**src/rtl/sbf_pkg.sv**
```systemverilog
package sbf_pkg;

    // Next-state bundle for the beat-level control.
    typedef struct packed {
        logic blk;      // absorbing the remainder of an aborted transfer
        logic rd_pend;  // a read was accepted in the previous cycle
        logic rd_zero;  // that read was suppressed
        logic nmi;      // interrupt-form violation pulse
        logic rst;      // reset-form violation pulse
    } ctl_t;

    localparam ctl_t CTL_RESET = '{blk: 1'b0, rd_pend: 1'b0, rd_zero: 1'b0,
                                   nmi: 1'b0, rst: 1'b0};

endpackage

```
**src/rtl/sbf_rule.sv**
```systemverilog
module sbf_rule (
    input  logic tag_secure,
    input  logic reg_secure,
    input  logic reg_exempt,
    output logic illegal
);
    // Only a non-secure request hitting a secure, non-exempt region is refused.
    always_comb begin
        illegal = 1'b0;
        if (!reg_exempt && reg_secure && !tag_secure) begin
            illegal = 1'b1;
        end
    end
endmodule

```
**src/rtl/sbf_log.sv**
```systemverilog
module sbf_log #(
    parameter int ADDR_W = 32
) (
    input  logic              clk,
    input  logic              rst_n,
    input  logic              event_i,
    input  logic [ADDR_W-1:0] addr_i,
    input  logic              clr_i,
    output logic              seen_o,
    output logic [ADDR_W-1:0] addr_o
);
    typedef struct packed {
        logic              vld;
        logic [ADDR_W-1:0] addr;
    } log_t;

    log_t log_d, log_q;

    always_comb begin
        log_d = log_q;
        if (event_i && (!log_q.vld || clr_i)) begin
            log_d.vld  = 1'b1;
            log_d.addr = addr_i;
        end else if (clr_i) begin
            log_d.vld = 1'b0;
        end
    end

    always_ff @(posedge clk or negedge rst_n) begin
        if (!rst_n) begin
            log_q <= '0;
        end else begin
            log_q <= log_d;
        end
    end

    assign seen_o = log_q.vld;
    assign addr_o = log_q.addr;

    AST_LOG_HOLD: assert property (@(posedge clk) disable iff (!rst_n)
        (log_q.vld && !clr_i) |=> $stable(log_q.addr));

    AST_LOG_SET: assert property (@(posedge clk) disable iff (!rst_n)
        event_i |=> log_q.vld);
endmodule

```
**src/rtl/bus_sec_filter.sv**
```systemverilog
module bus_sec_filter #(
    parameter int ADDR_W = 32,
    parameter int DATA_W = 32
) (
    input  logic              clk,
    input  logic              rst_n,
    input  logic              cfg_viol_rst,
    input  logic              viol_clr,
    input  logic              m_valid,
    output logic              m_ready,
    input  logic [ADDR_W-1:0] m_addr,
    input  logic              m_write,
    input  logic [DATA_W-1:0] m_wdata,
    input  logic              m_secure,
    input  logic              m_last,
    output logic              m_rvalid,
    output logic [DATA_W-1:0] m_rdata,
    input  logic              attr_secure,
    input  logic              attr_exempt,
    output logic              t_valid,
    input  logic              t_ready,
    output logic [ADDR_W-1:0] t_addr,
    output logic              t_write,
    output logic [DATA_W-1:0] t_wdata,
    input  logic [DATA_W-1:0] t_rdata,
    output logic              nmi_req,
    output logic              rst_req,
    output logic              viol_seen,
    output logic [ADDR_W-1:0] viol_addr
);
    import sbf_pkg::*;

    ctl_t ctl_d, ctl_q;
    logic illegal;
    logic suppress;
    logic accept;
    logic viol_evt;

    sbf_rule u_rule (
        .tag_secure (m_secure),
        .reg_secure (attr_secure),
        .reg_exempt (attr_exempt),
        .illegal    (illegal)
    );

    // A beat is dropped when it is illegal itself or falls inside an abort.
    assign suppress = illegal || ctl_q.blk;
    assign t_valid  = m_valid && !suppress;
    assign t_addr   = m_addr;
    assign t_write  = m_write;
    assign t_wdata  = m_wdata;
    assign m_ready  = suppress ? 1'b1 : t_ready;
    assign accept   = m_valid && m_ready;
    assign viol_evt = accept && illegal && !ctl_q.blk;

    always_comb begin
        ctl_d         = ctl_q;
        ctl_d.rd_pend = accept && !m_write;
        ctl_d.rd_zero = accept && !m_write && suppress;
        ctl_d.nmi     = viol_evt && !cfg_viol_rst;
        ctl_d.rst     = viol_evt && cfg_viol_rst;
        if (accept) begin
            ctl_d.blk = suppress && !m_last;
        end
    end

    always_ff @(posedge clk or negedge rst_n) begin
        if (!rst_n) begin
            ctl_q <= CTL_RESET;
        end else begin
            ctl_q <= ctl_d;
        end
    end

    assign m_rvalid = ctl_q.rd_pend;
    assign m_rdata  = ctl_q.rd_zero ? '0 : t_rdata;
    assign nmi_req  = ctl_q.nmi;
    assign rst_req  = ctl_q.rst;

    sbf_log #(.ADDR_W(ADDR_W)) u_log (
        .clk     (clk),
        .rst_n   (rst_n),
        .event_i (viol_evt),
        .addr_i  (m_addr),
        .clr_i   (viol_clr),
        .seen_o  (viol_seen),
        .addr_o  (viol_addr)
    );

    AST_NO_LEAK: assert property (@(posedge clk) disable iff (!rst_n)
        (t_valid && !m_secure && !attr_exempt) |-> !attr_secure);

    AST_NO_STALL: assert property (@(posedge clk) disable iff (!rst_n)
        (m_valid && !t_valid) |-> m_ready);

    AST_ZERO_READ: assert property (@(posedge clk) disable iff (!rst_n)
        $past(m_valid && m_ready && !m_write && !m_secure && attr_secure && !attr_exempt)
        |-> (m_rvalid && m_rdata == '0));

    AST_ONE_SIGNAL: assert property (@(posedge clk) disable iff (!rst_n)
        $onehot0({nmi_req, rst_req}));

    AST_EXEMPT_PASS: assert property (@(posedge clk) disable iff (!rst_n)
        (m_valid && attr_exempt && !ctl_q.blk) |-> t_valid);
endmodule

```
**config.mk**
```make
export PLATFORM = sky130hd
export DESIGN_NAME = bus_sec_filter
export DESIGN_NICKNAME = d
export VERILOG_FILES = /design/src/rtl/sbf_pkg.sv /design/src/rtl/sbf_rule.sv /design/src/rtl/sbf_log.sv /design/src/rtl/bus_sec_filter.sv
export SDC_FILE = /design/constraint.sdc
export NUM_CORES = 1
export LEC_CHECK = 0
export ABC_AREA = 1
export BUFFER_PORTS_ARGS = -buffer_cell sky130_fd_sc_hd__buf_2
export CORE_AREA = 2 2 94 96
export DETAILED_ROUTE_END_ITERATION = 6
export DIE_AREA = 0 0 96 98
export PLACE_DENSITY = 0.66
export SLEW_MARGIN = 25
export SYNTH_ARGS = -nofsm -noshare
export SYNTH_HDL_FRONTEND = slang
export SYNTH_HIERARCHICAL = 1
export SYNTH_SLANG_ARGS = --single-unit
```
**constraint.sdc**
```tcl
create_clock -name clk -period 1.69 [get_ports clk]
set_input_delay 0.169 -clock clk [delete_from_list [all_inputs] [get_ports clk]]
set_output_delay 0.169 -clock clk [all_outputs]
set_load 0.02 [all_outputs]
```
Yosys cells after proc, flatten, opt, wreduce, memory -nomap -nowiden
Index checks and enable logic that the tools add are counted.

operators by class
  multiplexer cells = 5
  reduce and logical (&&, ||, !) cells = 23

operator list
  kind                count
  32-bit two-way mux  1
  1-bit logical AND   12
  1-bit zero test     8
  1-bit two-way mux   4
  1-bit logical OR    2
  2-bit nonzero test  1

storage, ports and cells
  register bits after elaboration = 38
  input port bits = 107

Longest topological paths before layout
Gate-level depths: netlist (run 1).

  depth after elaboration = 11
  gate-level depth with buffers = 12
  depth with buffers taken out = 10

By module
The synthesis (run 1) kept the hierarchy.

modules (own cells, without submodules)
  module          area each (um^2)  instances  cells each
  sbf_log         1330.0            1          143
  bus_sec_filter  982.2             1          156
  sbf_rule        13.8              1          3

Worst setup path before layout (run 1)
OpenSTA, ideal clock, no wires.

  kind = register to register
  from = register ctl_q[4] (netlist bit)
  to = register u_log.log_q (netlist bit u_log/addr_o[10])
  cell stages (with the launch flop) = 9
  library setup time = 0.117 ns
  path slack = 0.359 ns
  path buffers = 2
  arrival = 1.214 ns
  period minus slack after synthesis = 1.331 ns
  cells stage by stage = dfrtp_1 > nor2_4 > nand2_4 > nand4_2 > inv_1 > buf_4 > buf_2 > nand3_1 > nand2_1

between the ends
  longest elaborated chain between the ends = 6

RTL lines
  what                            RTL line              RTL
  from (decl)                     bus_sec_filter.sv:33  ctl_t ctl_d, ctl_q;
  from (signal assigned)          bus_sec_filter.sv:71  ctl_q <= ctl_d;
  1-bit logical OR                bus_sec_filter.sv:47  assign suppress = illegal || ctl_q.blk;
  1-bit two-way mux               bus_sec_filter.sv:52  assign m_ready = suppress ? 1'b1 : t_ready;
  via m_ready                     bus_sec_filter.sv:10  output logic m_ready,
  1-bit logical AND               bus_sec_filter.sv:53  assign accept = m_valid && m_ready;
  1-bit logical AND (2 in a row)  bus_sec_filter.sv:54  assign viol_evt = accept && illegal && !ctl_q.blk;
  via viol_evt                    bus_sec_filter.sv:37  logic viol_evt;
  1-bit logical AND               sbf_log.sv:21         if (event_i && (!log_q.vld || clr_i)) begin
  to (signal assigned)            sbf_log.sv:33         log_q <= log_d;
  to (decl)                       sbf_log.sv:17         log_t log_d, log_q;

The timed path passes the listed nets, and every way through them passes these cells.
A chain may end at the register's enable or synchronous reset.

Final worst setup path (run 1)
  from = register ctl_q[2] (netlist bit)
  to = output port m_rdata[20]

between the ends
  longest elaborated chain between the ends = 1

RTL lines
  what                RTL line              RTL
  32-bit two-way mux  bus_sec_filter.sv:76  assign m_rdata = ctl_q.rd_zero ? '0 : t_rdata;
  to (decl)           bus_sec_filter.sv:17  output logic [DATA_W-1:0] m_rdata,

No other way between the ends.

==> impl_metrics.json, run 1 <==
{
  "synthCells": 302,
  "max-vdd-ir-drop_v": 0.000512,
  "start_kind": "flop",
  "worst_path_max_delay_cell": "dfrtp_1",
  "path_clk_slew_ns": 0.07,
  "grt_max_degree": 39,
  "die_w_um": 96,
  "hp-class": "in -> reg",
  "status": "completed",
  "fin_util": 0.346,
  "gr-total-overflow": 0,
  "finalNonFillerCells": 522,
  "wirelength_um": 7250,
  "period_needed_ns": 1.55,
  "cts_buffer_depth": 2,
  "cp_cell_sequence": "buf_4, nor2_1, buf_2",
  "grt_setup_unrepaired": "false",
  "grt_pass1_vias": 2034,
  "cpPeakStageDelay_ns": 0.53,
  "drv_cap": 0,
  "ant_nets": 0,
  "crit_path_max_fanout": 22,
  "initialDrtViolationCount": 76,
  "worstMarginPinSlew_ns": 0.481,
  "slew_violations": 0,
  "vias": 2163,
  "end_kind": "primary output",
  "dpl.hpwl_um": 6130,
  "cp_top_family": "flip-flops",
  "crit_type": "reg -> out",
  "row_count": 34,
  "start_util": 0.275,
  "final_area_um2": 2930,
  "cp_num_buf_inv": 2,
  "final_hold_viol_count": 0,
  "mostFrequentLayoutCell": "buf_2",
  "syn2layout_area_growth_pct": 26.0,
  "wire_per_inst_um": 13.9,
  "io_pins": 242,
  "dpl.cell_count": 513,
  "placed_area_um2": 2810,
  "slew_headroom": 0.679,
  "clock_skew_ns": 0.00607,
  "netlist_area_um2": 2330,
  "io_buffers": 177,
  "cts_made_buffers": 5,
  "fin_setup_tns_ns": 0,
  "synth.avg_cell_area_um2": 7.70,
  "fmax_mhz": 645,
  "grt_pass1_wl_um": 10600,
  "finalSetupViolCount": 0,
  "arrival_ns": 1.38,
  "clock_sinks": 38,
  "dieArea_um2": 9410,
  "htreeDepth": 2,
  "synth-edff-count": 0,
  "final_nets": 520,
  "final_cell_mix": "177 x buf_2, 68 x nand2_1, 40 x inv_1",
  "hold_slack_ns": 0.0635,
  "route.detailed.drc": 0,
  "antenna_found_initial": 0,
  "p_per_area_nw_per_um2": 1070,
  "design.core.area_um2": 8470,
  "ys_ff_latch": 38,
  "yosysUniqueCellTypes": 15,
  "fillers": 924,
  "async_flop_share": 1.00,
  "synth_ff_type": "dfrtp_1",
  "fin_crit_sh": 0.917,
  "insertion_delay_ns": 0.29,
  "syn-num-nets": 409,
  "cts_tree": "built",
  "ys_seq_area_frac": 0.409,
  "antenna_cells": 0,
  "die_h_um": 98,
  "drive_gt1_frac": 0.481,
  "grt_use_total": 0.148,
  "required_ns": 1.52,
  "cts_root_buffer": "clkbuf_8",
  "yosysWarnings": 6,
  "vias_per_cell": 4.14,
  "dr.pass1.iters": 4,
  "gp_congestion": 0.772,
  "leakagePower_nw": 1.93
}
-- worst reg2reg max path: cells and delay by family, from the launching register on --
family / cells / cell delay [ns]
buffers and inverters: 1 / 0.13
DFF: 1 / 0.43
and+or+nand+nor: 6 / 0.83
-- registers in the layout, summed over array words and instances, names as in the netlist --
| signal | flops |
|---|---|
| ctl_q | 2 |
| m_rvalid | 1 |
| u_log/addr_o | 32 |
| rst_req | 1 |
| nmi_req | 1 |
| u_log/seen_o | 1 |
-- routing by layer --
metal	global-route usage	share of wire
met1	0.140	0.32
met2	0.309	0.58
met3	0.0332	0.089
met4	0.0275	0.0076
met5	0	0
-- timing repair --
| item | in CTS | in global routing |
|---|---|---|
| hold buffers | 1 | 0 |
| buffers inserted | 0 | 0 |
| resized for setup | 0 | 0 |
| endpoints found under the hold margin | 38 | 0 |
-- cell usage after synthesis (3+ instances only) --
master    n  share of area
buf_4    67           0.22
buf_2     8          0.017
nand3_1  32          0.069
nor2_1   36          0.058
buf_6     3          0.015
nand2_1  68           0.11
nand2_4   4          0.019
inv_1    40          0.065
dfrtp_1  38           0.41
-- path summary, 6_finish.rpt --
path                                                    from                            to  slack, ns  cells past startpoint
worst max-delay path                      ctl_q[2]$_DFF_PN0_                   m_rdata[20]       0.14                      3
max in group asynchronous                              rst_n             rst_req$_DFF_PN0_       0.86                      3
worst max register to register          ctl_q[4]$_DFFE_PN0P_  u_log/addr_o[29]$_DFFE_PN0P_       0.26                      7
worst min register to register  u_log/addr_o[17]$_DFFE_PN0P_  u_log/addr_o[17]$_DFFE_PN0P_       0.47                      2
worst min-delay path                            cfg_viol_rst             nmi_req$_DFF_PN0_       0.06                      2
min in group asynchronous                              rst_n  u_log/addr_o[13]$_DFFE_PN0P_       0.49                      3
-- cell type report --
cell class / count / area (um^2) / area share
clock buffer: 5 / 68.8 / 0.0235
inverter: 41 / 154 / 0.0525
multi-input combinational: 145 / 644 / 0.220
tap: 108 / 135 / 0.0461
clock inverter: 3 / 40.0 / 0.0137
sequential: 38 / 951 / 0.324
timing repair buffer: 182 / 938 / 0.320
-- through the flow --
step,setup slack [ns],power (W)
global route,0.0140,0.00333
detailed placement,0.0902,0.00240
finish,0.140,0.00313
global placement,0.161,0.00238
CTS,0.115,0.00318
floorplan,0.359,0.00208
-- logic make-up after synthesis --
kind of cell	after synthesis	share of synthesized area
simple gates	144	0.273
buf+inv	119	0.314
flops	38	0.409
compound gates	1	0.00377
-- report_power, final --
part / switching [W] / total, W / internal, W
combinational: 0.000740 / 0.00112 / 0.000385
clock: 0.000321 / 0.000756 / 0.000435
sequential: 0.000121 / 0.00125 / 0.00113
Note: power is estimated with default switching activity, not from simulation.
==> inputs of run 2 (changes only) <==
--- a/config.mk
+++ b/config.mk
@@ -5,8 +5,7 @@
 export SDC_FILE = /design/constraint.sdc
 export NUM_CORES = 1
 export LEC_CHECK = 0
-export ABC_AREA = 1
-export BUFFER_PORTS_ARGS = -buffer_cell sky130_fd_sc_hd__buf_2
+export BUFFER_PORTS_ARGS = -buffer_cell sky130_fd_sc_hd__buf_4
 export CORE_AREA = 2 2 94 96
 export DETAILED_ROUTE_END_ITERATION = 6
 export DIE_AREA = 0 0 96 98
==> run 2 against run 1 <==
Against the previous run: combinational power rose by 24%; global-route usage fell by 3.0 points; final area rose by 14%; worst hold slack improved by 0.0028 ns; clock-buffer cell count rose by 1; critical endpoint is now m_ready.
==> impl_metrics.json, run 2 <==
{
  "finalSetupViolCount": 0,
  "async_flop_share": 1.00,
  "clock_skew_ns": 0.0119,
  "required_ns": 1.52,
  "fmax_mhz": 691,
  "synthCells": 189,
  "post_cts_buffers": 0,
  "start_kind": "flop",
  "grt_max_degree": 39,
  "die_w_um": 96,
  "ant_nets": 0,
  "multiInputGateArea_um2": 808,
  "yosysWarnings": 6,
  "final_hold_viol_count": 0,
  "io_pins": 242,
  "syn-num-nets": 296,
  "mostFrequentLayoutCell": "buf_4",
  "max-vdd-ir-drop_v": 0.000463,
  "final_nets": 412,
  "design.core.area_um2": 8470,
  "vias_per_cell": 4.04,
  "die_h_um": 98,
  "insertion_delay_ns": 0.28,
  "seqCellArea_um2": 951,
  "antenna_cells": 0,
  "cts_buffer_depth": 2,
  "start_util": 0.274,
  "synth.top_cells.by_area": "dfrtp_1 41%, buf_4 21%, mux2_4 19%",
  "period_needed_ns": 1.45,
  "drive_gt1_frac": 0.729,
  "io_buffers": 177,
  "route.detailed.drc": 0,
  "ys_seq_area_frac": 0.410,
  "grt_pass1_vias": 1687,
  "slew_violations": 0,
  "cts_tree": "built",
  "largest_reg_flops": 32,
  "synth_top_cell_by_area": "dfrtp_1",
  "cts_made_buffers": 5,
  "cts_root_buffer": "clkbuf_8",
  "grt_use_total": 0.118,
  "drv_cap": 0,
  "cp_cell_sequence": "or3_4, buf_4",
  "grt_setup_unrepaired": "false",
  "syn2layout_area_growth_pct": 44.4,
  "antenna_found_initial": 0,
  "final_cell_mix": "178 x buf_4, 38 x dfrtp_1, 30 x mux2_4",
  "cpPeakStageDelay_ns": 0.43,
  "arrival_ns": 1.28,
  "wirelength_um": 5680,
  "cts_resized": 0,
  "initialDrtViolationCount": 63,
  "finalPower_w": 0.00322,
  "synth_ff_type": "dfrtp_1",
  "grt_pass1_wl_um": 8620,
  "p_per_area_nw_per_um2": 963,
  "crit_path_max_fanout": 6,
  "fillers": 817,
  "hp-class": "in -> reg",
  "worstMarginPinSlew_ns": 0.473,
  "wire_per_inst_um": 13.7,
  "crit_type": "reg -> out",
  "ys_top_cells_by_count": "65 x buf_4, 38 x dfrtp_1, 30 x mux2_4",
  "dr.pass1.iters": 4,
  "yosysTopAreaCellShare": 0.410,
  "yosysUniqueCellTypes": 21,
  "dpl.hpwl_um": 4690,
  "vias": 1672,
  "r2r_slack_ns": 0.31,
  "synth-edff-count": 0,
  "gp_congestion": 0.696,
  "ys_ff_latch": 38,
  "fin_crit_sh": 0.857,
  "netlist_area_um2": 2320,
  "leakagePower_nw": 1.84,
  "status": "completed",
  "dieArea_um2": 9410,
  "fin_setup_tns_ns": 0,
  "clock_sinks": 38,
  "path_clk_slew_ns": 0.07,
  "slew_headroom": 0.684,
  "worst_path_max_delay_cell": "dfrtp_1",
  "gr-total-overflow": 0,
  "synth.avg_cell_area_um2": 12.3,
  "row_count": 34,
  "synth.most_common_cell": "buf_4",
  "htreeDepth": 2,
  "end_kind": "primary output"
}
[run 2: cell types whose count changed in the layout (fill, tap and decap cells not counted), sizes merged, moves of 2 or more]
cell and delta:
nor2 -35, nor3b +2, a21oi +2, mux2 +32
nand2b +2, nand2 -70, nor2b +21, inv -41
and2b +12, buf -2, nand3 -32
[run 2: critical path, delay by kind of cell (launching register included)]
kind | cells | cell delay, ns
buffers and inverters | 1 | 0.16
flip-flops | 1 | 0.43
AND/OR/NAND/NOR | 1 | 0.41
[run 2: through the flow]
stage | std cells | utilization | instance area, um^2 | hold WS, ns | worst slack (ns)
2_1_floorplan | 189 | - | 2320 | -0.127 | 0.292
3_3_place_gp | 405 | 0.384 | 3250 | 0.161 | 0.110
4_1_cts | 414 | 0.395 | 3350 | 0.0528 | 0.225
5_1_grt | 414 | 0.395 | 3350 | 0.0532 | 0.179
3_5_place_dp | 405 | 0.384 | 3250 | 0.166 | 0.0723
6_report | 414 | 0.395 | 3350 | 0.0663 | 0.242
[run 2: final cells by class]
class | count | share of cell area
clock buffer | 6 | 0.0217
multi-input combinational | 80 | 0.241
clock inverter | 2 | 0.00411
tap | 108 | 0.0404
timing repair buffer | 180 | 0.408
sequential | 38 | 0.284
[run 2: path summary, 6_finish.rpt]
kind	startpoint	to	cells after the start
setup / recovery	ctl_q[4]$_DFFE_PN0P_	m_ready	2
hold / removal	m_last	ctl_q[4]$_DFFE_PN0P_	2
setup reg to reg	ctl_q[4]$_DFFE_PN0P_	u_log/addr_o[10]$_DFFE_PN0P_	4
hold reg to reg	u_log/addr_o[18]$_DFFE_PN0P_	u_log/addr_o[18]$_DFFE_PN0P_	1
max in group asynchronous	rst_n	rst_req$_DFF_PN0_	2
min in group asynchronous	rst_n	u_log/addr_o[28]$_DFFE_PN0P_	2
[run 2: what timing repair did]
item,CTS,global route
endpoints found under the hold margin,38,0
hold buffers,1,0
endpoints found under the setup margin,0,0
[run 2: cell families (layout without fill, tap and decap cells)]
kind of cell | after synthesis | count (layout) | share of synthesized area
buffers and inverters | 71 | 188 | 0.241
and+or+nand+nor | 46 | 46 | 0.140
DFF | 38 | 38 | 0.410
muxes | 32 | 32 | 0.204
AOI/OAI and AO/OA | 2 | 2 | 0.00432
[run 2: report_power, final]
| group | internal, W | switching, W | leakage [nW] |
|---|---|---|---|
| logic | 0.000754 | 0.000634 | 1.32 |
| registers | 0.00111 | 0.000123 | 0.467 |
| clock network | 0.000291 | 0.000310 | 0.0452 |
| total | 0.00215 | 0.00107 | 1.84 |
[run 2: routing by layer]
metal | vias up | part of all wire | GRT usage
met2 | 128 | 0.57 | 0.231
met4 | 0 | 0.0092 | 0.0341
li1 | 769 | - | -
met5 | - | 0 | 0
met1 | 769 | 0.30 | 0.110
met3 | 6 | 0.12 | 0.0440
